--- src/rtl/tiny_i2c_mem_pkg.sv ---
package tiny_i2c_mem_pkg;

    typedef enum logic [2:0] {
        ENG_IDLE,
        ENG_RX,
        ENG_RX_ACK,
        ENG_TX,
        ENG_TX_ACK,
        ENG_IGNORE
    } eng_state_e;

    // Which byte of a write-direction transaction is being received
    typedef enum logic [1:0] {
        SEG_CTRL,
        SEG_ADDR,
        SEG_DATA,
        SEG_EXTRA
    } seg_e;

    typedef struct packed {
        logic scl_lvl;
        logic sda_lvl;
        logic scl_rise;
        logic scl_fall;
        logic start;
        logic stop;
    } bus_ev_t;

    function automatic logic ctrl_hits(input logic [7:0] b, input logic [6:0] id);
        return b[7:1] == id;
    endfunction

    function automatic logic addr_fits(input logic [7:0] b, input int aw);
        return (b >> aw) == 8'd0;
    endfunction

    function automatic seg_e seg_next(input seg_e s);
        case (s)
            SEG_CTRL: return SEG_ADDR;
            SEG_ADDR: return SEG_DATA;
            default:  return SEG_EXTRA;
        endcase
    endfunction

endpackage

--- src/rtl/i2c_bus_sampler.sv ---
module i2c_bus_sampler
    import tiny_i2c_mem_pkg::*;
#(
    parameter int STAGES = 2
) (
    input  logic    clk,
    input  logic    rst,
    input  logic    scl_i,
    input  logic    sda_i,
    output bus_ev_t ev
);
    localparam int TOP = STAGES - 1;

    logic [TOP:0] scl_pipe;
    logic [TOP:0] sda_pipe;
    logic         scl_prev;
    logic         sda_prev;

    always_ff @(posedge clk) begin
        if (rst) begin
            scl_pipe <= '1;
            sda_pipe <= '1;
            scl_prev <= 1'b1;
            sda_prev <= 1'b1;
        end else begin
            scl_pipe <= {scl_pipe[TOP-1:0], scl_i};
            sda_pipe <= {sda_pipe[TOP-1:0], sda_i};
            scl_prev <= scl_pipe[TOP];
            sda_prev <= sda_pipe[TOP];
        end
    end

    always_comb begin
        ev.scl_lvl  = scl_pipe[TOP];
        ev.sda_lvl  = sda_pipe[TOP];
        ev.scl_rise = scl_pipe[TOP] & ~scl_prev;
        ev.scl_fall = ~scl_pipe[TOP] & scl_prev;
        ev.start    = scl_pipe[TOP] & scl_prev & sda_prev & ~sda_pipe[TOP];
        ev.stop     = scl_pipe[TOP] & scl_prev & ~sda_prev & sda_pipe[TOP];
    end

endmodule

--- src/rtl/i2c_mem_array.sv ---
module i2c_mem_array #(
    parameter int DEPTH       = 16,
    parameter int ADDR_W      = 4,
    parameter int BUSY_CYCLES = 1000
) (
    input  logic              clk,
    input  logic              rst,
    input  logic              wr_en_i,
    input  logic [7:0]        wr_data_i,
    input  logic              ptr_load_i,
    input  logic [ADDR_W-1:0] ptr_val_i,
    input  logic              rd_adv_i,
    output logic [7:0]        rd_data_o,
    output logic              busy_o
);
    localparam int CNT_W = $clog2(BUSY_CYCLES + 1);

    logic [7:0]        cells [DEPTH];
    logic [ADDR_W-1:0] ptr_q;
    logic [CNT_W-1:0]  busy_cnt;

    always_ff @(posedge clk) begin
        if (rst) begin
            for (int i = 0; i < DEPTH; i++) cells[i] <= 8'h00;
        end else if (wr_en_i) begin
            cells[ptr_q] <= wr_data_i;
        end
    end

    always_ff @(posedge clk) begin
        if (rst)                       ptr_q <= '0;
        else if (ptr_load_i)           ptr_q <= ptr_val_i;
        else if (wr_en_i || rd_adv_i)  ptr_q <= ptr_q + 1'b1;
    end

    always_ff @(posedge clk) begin
        if (rst)                 busy_cnt <= '0;
        else if (wr_en_i)        busy_cnt <= CNT_W'(BUSY_CYCLES);
        else if (busy_cnt != 0)  busy_cnt <= busy_cnt - 1'b1;
    end

    assign rd_data_o = cells[ptr_q];
    assign busy_o    = (busy_cnt != 0);

    assert_busy_after_write_R8: assert property (@(posedge clk) disable iff (rst)
        wr_en_i |=> busy_o);

    assert_ptr_step_wrap_R7: assert property (@(posedge clk) disable iff (rst)
        ($past(wr_en_i || rd_adv_i) && !$past(ptr_load_i))
            |-> ptr_q == ADDR_W'($past(ptr_q) + 1'b1));

    assert_ptr_load_R3: assert property (@(posedge clk) disable iff (rst)
        $past(ptr_load_i) |-> ptr_q == $past(ptr_val_i));

endmodule

--- src/rtl/i2c_byte_engine.sv ---
module i2c_byte_engine
    import tiny_i2c_mem_pkg::*;
#(
    parameter int         ADDR_W = 4,
    parameter logic [6:0] DEV_ID = 7'h50
) (
    input  logic              clk,
    input  logic              rst,
    input  bus_ev_t           ev,
    input  logic              busy_i,
    input  logic [7:0]        rd_data_i,
    output logic              wr_en_o,
    output logic [7:0]        wr_data_o,
    output logic              ptr_load_o,
    output logic [ADDR_W-1:0] ptr_val_o,
    output logic              rd_adv_o,
    output logic              sda_oe_o
);
    eng_state_e state;
    seg_e       seg;
    logic [3:0] bitcnt;
    logic [7:0] shreg;
    logic [7:0] txsh;
    logic       ack_q;
    logic       rw_q;
    logic       mack_q;
    logic       decide;
    logic       byte_ok;

    assign decide = (state == ENG_RX) && ev.scl_fall && (bitcnt == 4'd8);

    always_comb begin
        case (seg)
            SEG_CTRL: byte_ok = ctrl_hits(shreg, DEV_ID) && !busy_i;
            SEG_ADDR: byte_ok = addr_fits(shreg, ADDR_W);
            SEG_DATA: byte_ok = 1'b1;
            default:  byte_ok = 1'b0;
        endcase
    end

    assign wr_en_o    = decide && (seg == SEG_DATA);
    assign wr_data_o  = shreg;
    assign ptr_load_o = decide && (seg == SEG_ADDR) && byte_ok;
    assign ptr_val_o  = shreg[ADDR_W-1:0];
    assign rd_adv_o   = ev.scl_fall &&
                        (((state == ENG_RX_ACK) && ack_q && (seg == SEG_CTRL) && rw_q) ||
                         ((state == ENG_TX_ACK) && mack_q));
    assign sda_oe_o   = ((state == ENG_RX_ACK) && ack_q) ||
                        ((state == ENG_TX) && !txsh[7]);

    always_ff @(posedge clk) begin
        if (rst) begin
            state  <= ENG_IDLE;
            seg    <= SEG_CTRL;
            bitcnt <= '0;
            shreg  <= '0;
            txsh   <= '0;
            ack_q  <= 1'b0;
            rw_q   <= 1'b0;
            mack_q <= 1'b0;
        end else if (ev.start) begin
            state  <= ENG_RX;
            seg    <= SEG_CTRL;
            bitcnt <= '0;
        end else if (ev.stop) begin
            state  <= ENG_IDLE;
        end else begin
            case (state)
                ENG_RX: begin
                    if (ev.scl_rise && bitcnt != 4'd8) begin
                        shreg  <= {shreg[6:0], ev.sda_lvl};
                        bitcnt <= bitcnt + 1'b1;
                    end else if (decide) begin
                        ack_q <= byte_ok;
                        if (seg == SEG_CTRL) rw_q <= shreg[0];
                        state <= ENG_RX_ACK;
                    end
                end
                ENG_RX_ACK: begin
                    if (ev.scl_fall) begin
                        bitcnt <= '0;
                        if (!ack_q) begin
                            state <= ENG_IGNORE;
                        end else if (seg == SEG_CTRL && rw_q) begin
                            state <= ENG_TX;
                            txsh  <= rd_data_i;
                        end else begin
                            state <= ENG_RX;
                            seg   <= seg_next(seg);
                        end
                    end
                end
                ENG_TX: begin
                    if (ev.scl_fall) begin
                        if (bitcnt == 4'd7) begin
                            state  <= ENG_TX_ACK;
                            bitcnt <= '0;
                        end else begin
                            txsh   <= {txsh[6:0], 1'b0};
                            bitcnt <= bitcnt + 1'b1;
                        end
                    end
                end
                ENG_TX_ACK: begin
                    if (ev.scl_rise) mack_q <= ~ev.sda_lvl;
                    if (ev.scl_fall) begin
                        if (mack_q) begin
                            state <= ENG_TX;
                            txsh  <= rd_data_i;
                        end else begin
                            state <= ENG_IGNORE;
                        end
                    end
                end
                default: ;
            endcase
        end
    end

    assert_ctrl_ack_not_busy_R8: assert property (@(posedge clk) disable iff (rst)
        (state == ENG_RX_ACK && seg == SEG_CTRL && ack_q) |-> !busy_i);

    assert_no_store_while_busy_R8: assert property (@(posedge clk) disable iff (rst)
        wr_en_o |-> !busy_i);

    assert_single_ptr_cmd_R7: assert property (@(posedge clk) disable iff (rst)
        $onehot0({wr_en_o, ptr_load_o, rd_adv_o}));

endmodule

--- src/rtl/tiny_i2c_mem.sv ---
module tiny_i2c_mem
    import tiny_i2c_mem_pkg::*;
#(
    parameter int         MEM_DEPTH   = 16,
    parameter int         BUSY_CYCLES = 1000,
    parameter int         SYNC_STAGES = 2,
    parameter logic [6:0] DEV_ID      = 7'b1010000
) (
    input  logic clk,
    input  logic rst,
    input  logic scl_i,
    input  logic sda_i,
    output logic sda_oe
);
    localparam int ADDR_W = $clog2(MEM_DEPTH);

    bus_ev_t           ev;
    logic              busy;
    logic [7:0]        rd_data;
    logic              wr_en;
    logic [7:0]        wr_data;
    logic              ptr_load;
    logic [ADDR_W-1:0] ptr_val;
    logic              rd_adv;

    i2c_bus_sampler #(.STAGES(SYNC_STAGES)) u_sampler (
        .clk   (clk),
        .rst   (rst),
        .scl_i (scl_i),
        .sda_i (sda_i),
        .ev    (ev)
    );

    i2c_byte_engine #(.ADDR_W(ADDR_W), .DEV_ID(DEV_ID)) u_engine (
        .clk        (clk),
        .rst        (rst),
        .ev         (ev),
        .busy_i     (busy),
        .rd_data_i  (rd_data),
        .wr_en_o    (wr_en),
        .wr_data_o  (wr_data),
        .ptr_load_o (ptr_load),
        .ptr_val_o  (ptr_val),
        .rd_adv_o   (rd_adv),
        .sda_oe_o   (sda_oe)
    );

    i2c_mem_array #(
        .DEPTH       (MEM_DEPTH),
        .ADDR_W      (ADDR_W),
        .BUSY_CYCLES (BUSY_CYCLES)
    ) u_mem (
        .clk        (clk),
        .rst        (rst),
        .wr_en_i    (wr_en),
        .wr_data_i  (wr_data),
        .ptr_load_i (ptr_load),
        .ptr_val_i  (ptr_val),
        .rd_adv_i   (rd_adv),
        .rd_data_o  (rd_data),
        .busy_o     (busy)
    );

    assert_sda_quiet_scl_high_R10: assert property (@(posedge clk) disable iff (rst)
        ($past(ev.scl_lvl) && !$past(ev.start) && !$past(ev.stop)) |-> $stable(sda_oe));

endmodule

--- config.mk ---
export PLATFORM = sky130hd
export DESIGN_NAME = tiny_i2c_mem
export DESIGN_NICKNAME = d
export VERILOG_FILES = /design/src/rtl/tiny_i2c_mem_pkg.sv /design/src/rtl/i2c_bus_sampler.sv /design/src/rtl/i2c_mem_array.sv /design/src/rtl/i2c_byte_engine.sv /design/src/rtl/tiny_i2c_mem.sv
export SDC_FILE = /design/constraint.sdc
export NUM_CORES = 1
export LEC_CHECK = 0
export BUFFER_PORTS_ARGS = -buffer_cell sky130_fd_sc_hd__buf_2
export CORE_UTILIZATION = 40
export CTS_BUF_LIST = sky130_fd_sc_hd__clkbuf_4 sky130_fd_sc_hd__clkbuf_8
export DETAILED_ROUTE_END_ITERATION = 7
export PLACE_DENSITY = 0.58
export SYNTH_ARGS = -nofsm -noshare
export SYNTH_HDL_FRONTEND = slang
export SYNTH_HIERARCHICAL = 1
export SYNTH_SLANG_ARGS = --single-unit
--- constraint.sdc ---
create_clock -name clk -period 4.81 [get_ports clk]
set_input_delay 0.2405 -clock clk [delete_from_list [all_inputs] [get_ports clk]]
set_output_delay 0.2405 -clock clk [all_outputs]
set_load 0.03 [all_outputs]
# ---- After elaboration in Yosys (flattened, before gate mapping)
# Memory sizes are Yosys's and may differ from the RTL's. A register that Yosys moved wholly into a read port is not among the register bits.
# Cells that the tools add are included.
dict set report totals {
  regBits 48
  ram_bits 128
  word_cells 144
  memories 1
}
dict set report classes {
  n_addsub 3
  eq_ne 27
  n_mux 41
  bitwise_logic 15
  reduce_logical 41
}
# memory depth width read_ports rd_clocked_by_memory_dff wr line_no
set mem_list {}
lappend mem_list {u_mem.cells 16 8 1 1 16 i2c_mem_array.sv:18} ;# logic [7:0] cells [DEPTH];
# cell count
set op_table {}
lappend op_table {{2-to-1 mux 8 bit} 8}
lappend op_table {{2-to-1 mux 4 bit} 9}
lappend op_table {{2-to-1 mux 3 bit} 8}
lappend op_table {{case mux 8 bit (3 select lines)} 1}
lappend op_table {{2-to-1 mux 10 bit} 2}
lappend op_table {{!= test 4 x 3 -> 1 bit (second input constant)} 4}
lappend op_table {{AND reduction 5 bit} 3}
lappend op_table {{logical AND 1 bit} 14}
lappend op_table {{AND reduction 7 bit} 2}
lappend op_table {{!= test 2 x 1 -> 1 bit (second input constant)} 6}
lappend op_table {{!= test 4 bit (second input constant)} 3}
lappend op_table {{case mux 3 bit (4 select lines)} 1}
lappend op_table {{case mux 4 bit (3 select lines)} 1}
lappend op_table {{!= test 2 bit (second input constant)} 5}
lappend op_table {{AND reduction 10 bit} 1}
lappend op_table {{nonzero test 10 bit} 1}
lappend op_table {{subtractor 10 x 1 -> 10 bit (second input constant)} 1}
lappend op_table {{adder 4 x 1 -> 4 bit (second input constant)} 2}
lappend op_table {{zero test 8 bit} 1}
lappend op_table {{2-to-1 mux 1 bit} 8}
lappend op_table {{inverter 1 bit} 8}
lappend op_table {{AND reduction 4 bit} 2}
lappend op_table {{OR reduction 8 bit} 1}
lappend op_table {{bitwise AND 1 bit} 7}
lappend op_table {{other kinds (21)} 28}

# ---- Longest topological paths before layout
dict set report logic_depth {
  depth_word 11
  ltp_mapped 10
  mapped_depth_nobuf 9
}

# ---- Modules after synthesis
# Netlist, hierarchy kept.
# mod n_inst cells_per_inst area_each_um2
set by_module_without_submodules {}
lappend by_module_without_submodules {i2c_mem_array 1 470 6671.4}
lappend by_module_without_submodules {i2c_byte_engine 1 194 1682.9}
lappend by_module_without_submodules {i2c_bus_sampler 1 18 205.2}

# ---- Worst setup path before layout
# OpenSTA, ideal clock, no wires.
dict set report synth_timing {
  path_type {register to register}
  startpoint {reg u_sampler.scl_prev}
  endpoint {mem u_mem.cells[13][0], enable pin}
  setup_ns 0.384
  arrival_ns 2.497
  required_time_ns 4.426
  setup_slack_ns 1.929
  path_stages_with_launch 9
  period_less_slack_ns 2.881
  cell_sequence {dfxtp_1 -> nor2b_1 -> buf_2 -> nand3b_1 -> or3_1 -> nor3b_1 -> nor2b_1 -> nand2_1 -> o21ai_0}
}
# item line_no
set synth_lines {}
lappend synth_lines {{from (decl)} i2c_bus_sampler.sv:16} ;# logic scl_prev;
lappend synth_lines {{from (signal assigned)} i2c_bus_sampler.sv:28} ;# scl_prev <= scl_pipe[TOP];
lappend synth_lines {{to (decl)} i2c_mem_array.sv:18}

==> impl_metrics.env <==
export IMPL_final_layout_size_suffix_gt1_share_pct=15.8
export IMPL_crit_path_frequent_cell="nor2b_1"
export IMPL_crit_arrival_ps=3830
export IMPL_max_freq_ghz=0.272
export IMPL_clk_path_buf_depth=2
export IMPL_antenna_found_initial=0
export IMPL_cts_clk_slew_worst_paths_ps=90
export IMPL_cts_root_buf="clkbuf_8"
export IMPL_worst_slew_pin_slew_ps=1210
export IMPL_syn_area_mm2=0.00855
export IMPL_cp_max_fo=13
export IMPL_cpLargestDelayFamily="simple AND/OR/NAND/NOR gates"
export IMPL_vias=5187
export IMPL_max_vdd_ir_drop_mv=0.164
export IMPL_syn_inst=681
export IMPL_post_cts_resized=0
export IMPL_start_util_pct=40.7
export IMPL_area_growth_pct=8.32
export IMPL_start_kind="register"
export IMPL_endpoint_kind="register"
export IMPL_grt_first_pass_wirelength_mm=29.7
export IMPL_die_x_um=148
export IMPL_grt_pass1_vias=5218
export IMPL_first_pass_iters=7
export IMPL_required_ps=4970
export IMPL_grt_max_degree=58
export IMPL_cp_num_buf_inv=1
export IMPL_avgSynthCellArea_um2=12.6
export IMPL_dp_hpwl_mm=12.6
export IMPL_grt_overflow_total=0
export IMPL_clk_latency_ps=460
export IMPL_outcome="completed"
export IMPL_antenna_cells=0
export IMPL_wl_mm=18.9
export IMPL_slew_headroom_pct=19.3
export IMPL_intPower_uw=2370
export IMPL_clockPowerShare_pct=35.1
export IMPL_gp_congestion=0.798
export IMPL_switchingPower_uw=746
export IMPL_clkSinkCount=180
export IMPL_swShare_pct=23.9
export IMPL_cts_tree="done"
export IMPL_die_y_um=148
export IMPL_antenna_left=0
export IMPL_num_rows=53
export IMPL_power_total_uw=3120
export IMPL_vias_per_cell=5.38
export IMPL_setup_viol=0
export IMPL_nNetsFinal=688
export IMPL_cts_made_buffers=17
export IMPL_htree_levels=4
export IMPL_cellLeakagePower_uw=0.00325
export IMPL_crit_path_max_incr_delay_ps=570
export IMPL_p_comb_share_pct=8.5
export IMPL_io_pins=5
export IMPL_slowest_stage="nor3_1"
export IMPL_avgRoutedWirePerCell_um=19.5
export IMPL_hold_class="in2reg"
export IMPL_cap_violations=0
export IMPL_post_cts_buffers=0
export IMPL_hold_viol_final=0
export IMPL_synth_warnings=6
export IMPL_crit_type="reg2reg"
export IMPL_drc_errors=0
export IMPL_post_route_period_util_pct=76.4
export IMPL_core_area_mm2=0.0210
export IMPL_port_buffers=4
export IMPL_power_density_mw_per_mm2=337
export IMPL_die_area_mm2=0.0220
export IMPL_post_route_min_period_ps=3670
export IMPL_path_cells="nor2b_1 -> nand3b_1 -> or3_1 -> nor3b_1 -> buf_4 -> nor2b_1 -> nand2_1 -> nor3_1 -> or2_2"
export IMPL_synth_nets=692
export IMPL_grt_use_total_pct=18.2
export IMPL_rsz0062_at_grt="no"
export IMPL_power_frac_seq_pct=56.3
export IMPL_skew_ps=15.5
export IMPL_hold_buffers=2
export IMPL_slew_violations=0
export IMPL_tns_ps=0
export IMPL_drtIter0Drc=326
-- placed cells by master, fill, tap and decap left out, types with 3 or more instances in the layout --
cell type,count
buf_2,4
ha_1,7
mux4_2,32
a22oi_1,16
o21ai_0,21
clkbuf_8,18
nor3b_1,4
nor3_1,13
nand2_1,22
nor2_1,42
inv_6,3
nor2b_1,14
or3_1,5
nand3_1,8
mux2_2,8
nand3b_1,6
nor4_1,5
or2_2,4
nand2b_1,13
o31ai_1,4
and2_1,129
a21oi_1,23
xnor2_1,4
inv_4,3
bufinv_16,3
or2_1,6
a311oi_1,3
mux2i_1,16
inv_1,14
dfxtp_1,51
edfxtp_1,128
buf_4,15
-- per-stage QoR --
step,worst slack (ps),hold WS [ps],area (um^2),instances,util [%]
final,1140,410,9260,965,44.1
after global routing,749,406,9260,965,44.1
after CTS,1150,373,9260,965,44.1
after detailed placement,1160,391,8820,931,42.0
after global placement,1310,391,8820,931,42.0
after floorplan,1930,338,8550,681,-
-- per-layer routing --
metal	vias up	GRT usage, %	routed length (um)
met5	-	0	0
met1	2579	23.9	8550
met4	0	6.19	325
met3	19	3.71	678
li1	2473	-	-
met2	116	30.0	9310
-- registers in the layout, summed over array words and instances, names as in the netlist, 3 cells and up, named ones only --
name                cells
u_mem/cells           128
u_mem/busy_cnt         10
u_engine/txsh           8
u_engine/wr_data_o      8
u_engine/bitcnt         4
u_mem/ptr_q             4
u_engine/state          3
-- path summary, 6_finish.rpt --
check                           slack (ps)                              from                                 end  cells after the start
worst max register to register        1140     u_sampler/scl_prev$_SDFF_PP1_     u_mem/cells[0][1]$_SDFFCE_PN0P_                      9
worst min-delay path                   410                               rst  u_engine/wr_data_o[7]$_SDFFE_PP0P_                      3
worst min register to register         420  u_sampler/sda_pipe[0]$_SDFF_PP1_    u_sampler/sda_pipe[1]$_SDFF_PP1_                      1
worst max-delay path                  1140     u_sampler/scl_prev$_SDFF_PP1_     u_mem/cells[0][1]$_SDFFCE_PN0P_                      9
-- power groups by stage --
stage	Sequential [uW]	Clock (uW)	Combinational, uW
floorplan	1770	0	221
global placement	1790	0	252
detailed placement	1790	0	262
CTS	1760	1130	265
global route	1770	1190	293
finish	1760	1100	266
-- tightest hold or removal path: stages --
cell    delay, ps
buf_2         120
buf_4         310
nor2_1        150
-- layout make-up --
class | count | area [um^2]
Multi-Input combinational cell | 443 | 3410
Clock buffer | 19 | 255
Clock inverter | 13 | 168
Sequential cell | 180 | 4890
Fill cell | 1869 | 11800
Timing Repair Buffer | 21 | 153
Tap cell | 275 | 344
Inverter | 14 | 52.6
No activity file was read; power rests on OpenSTA's default activity.
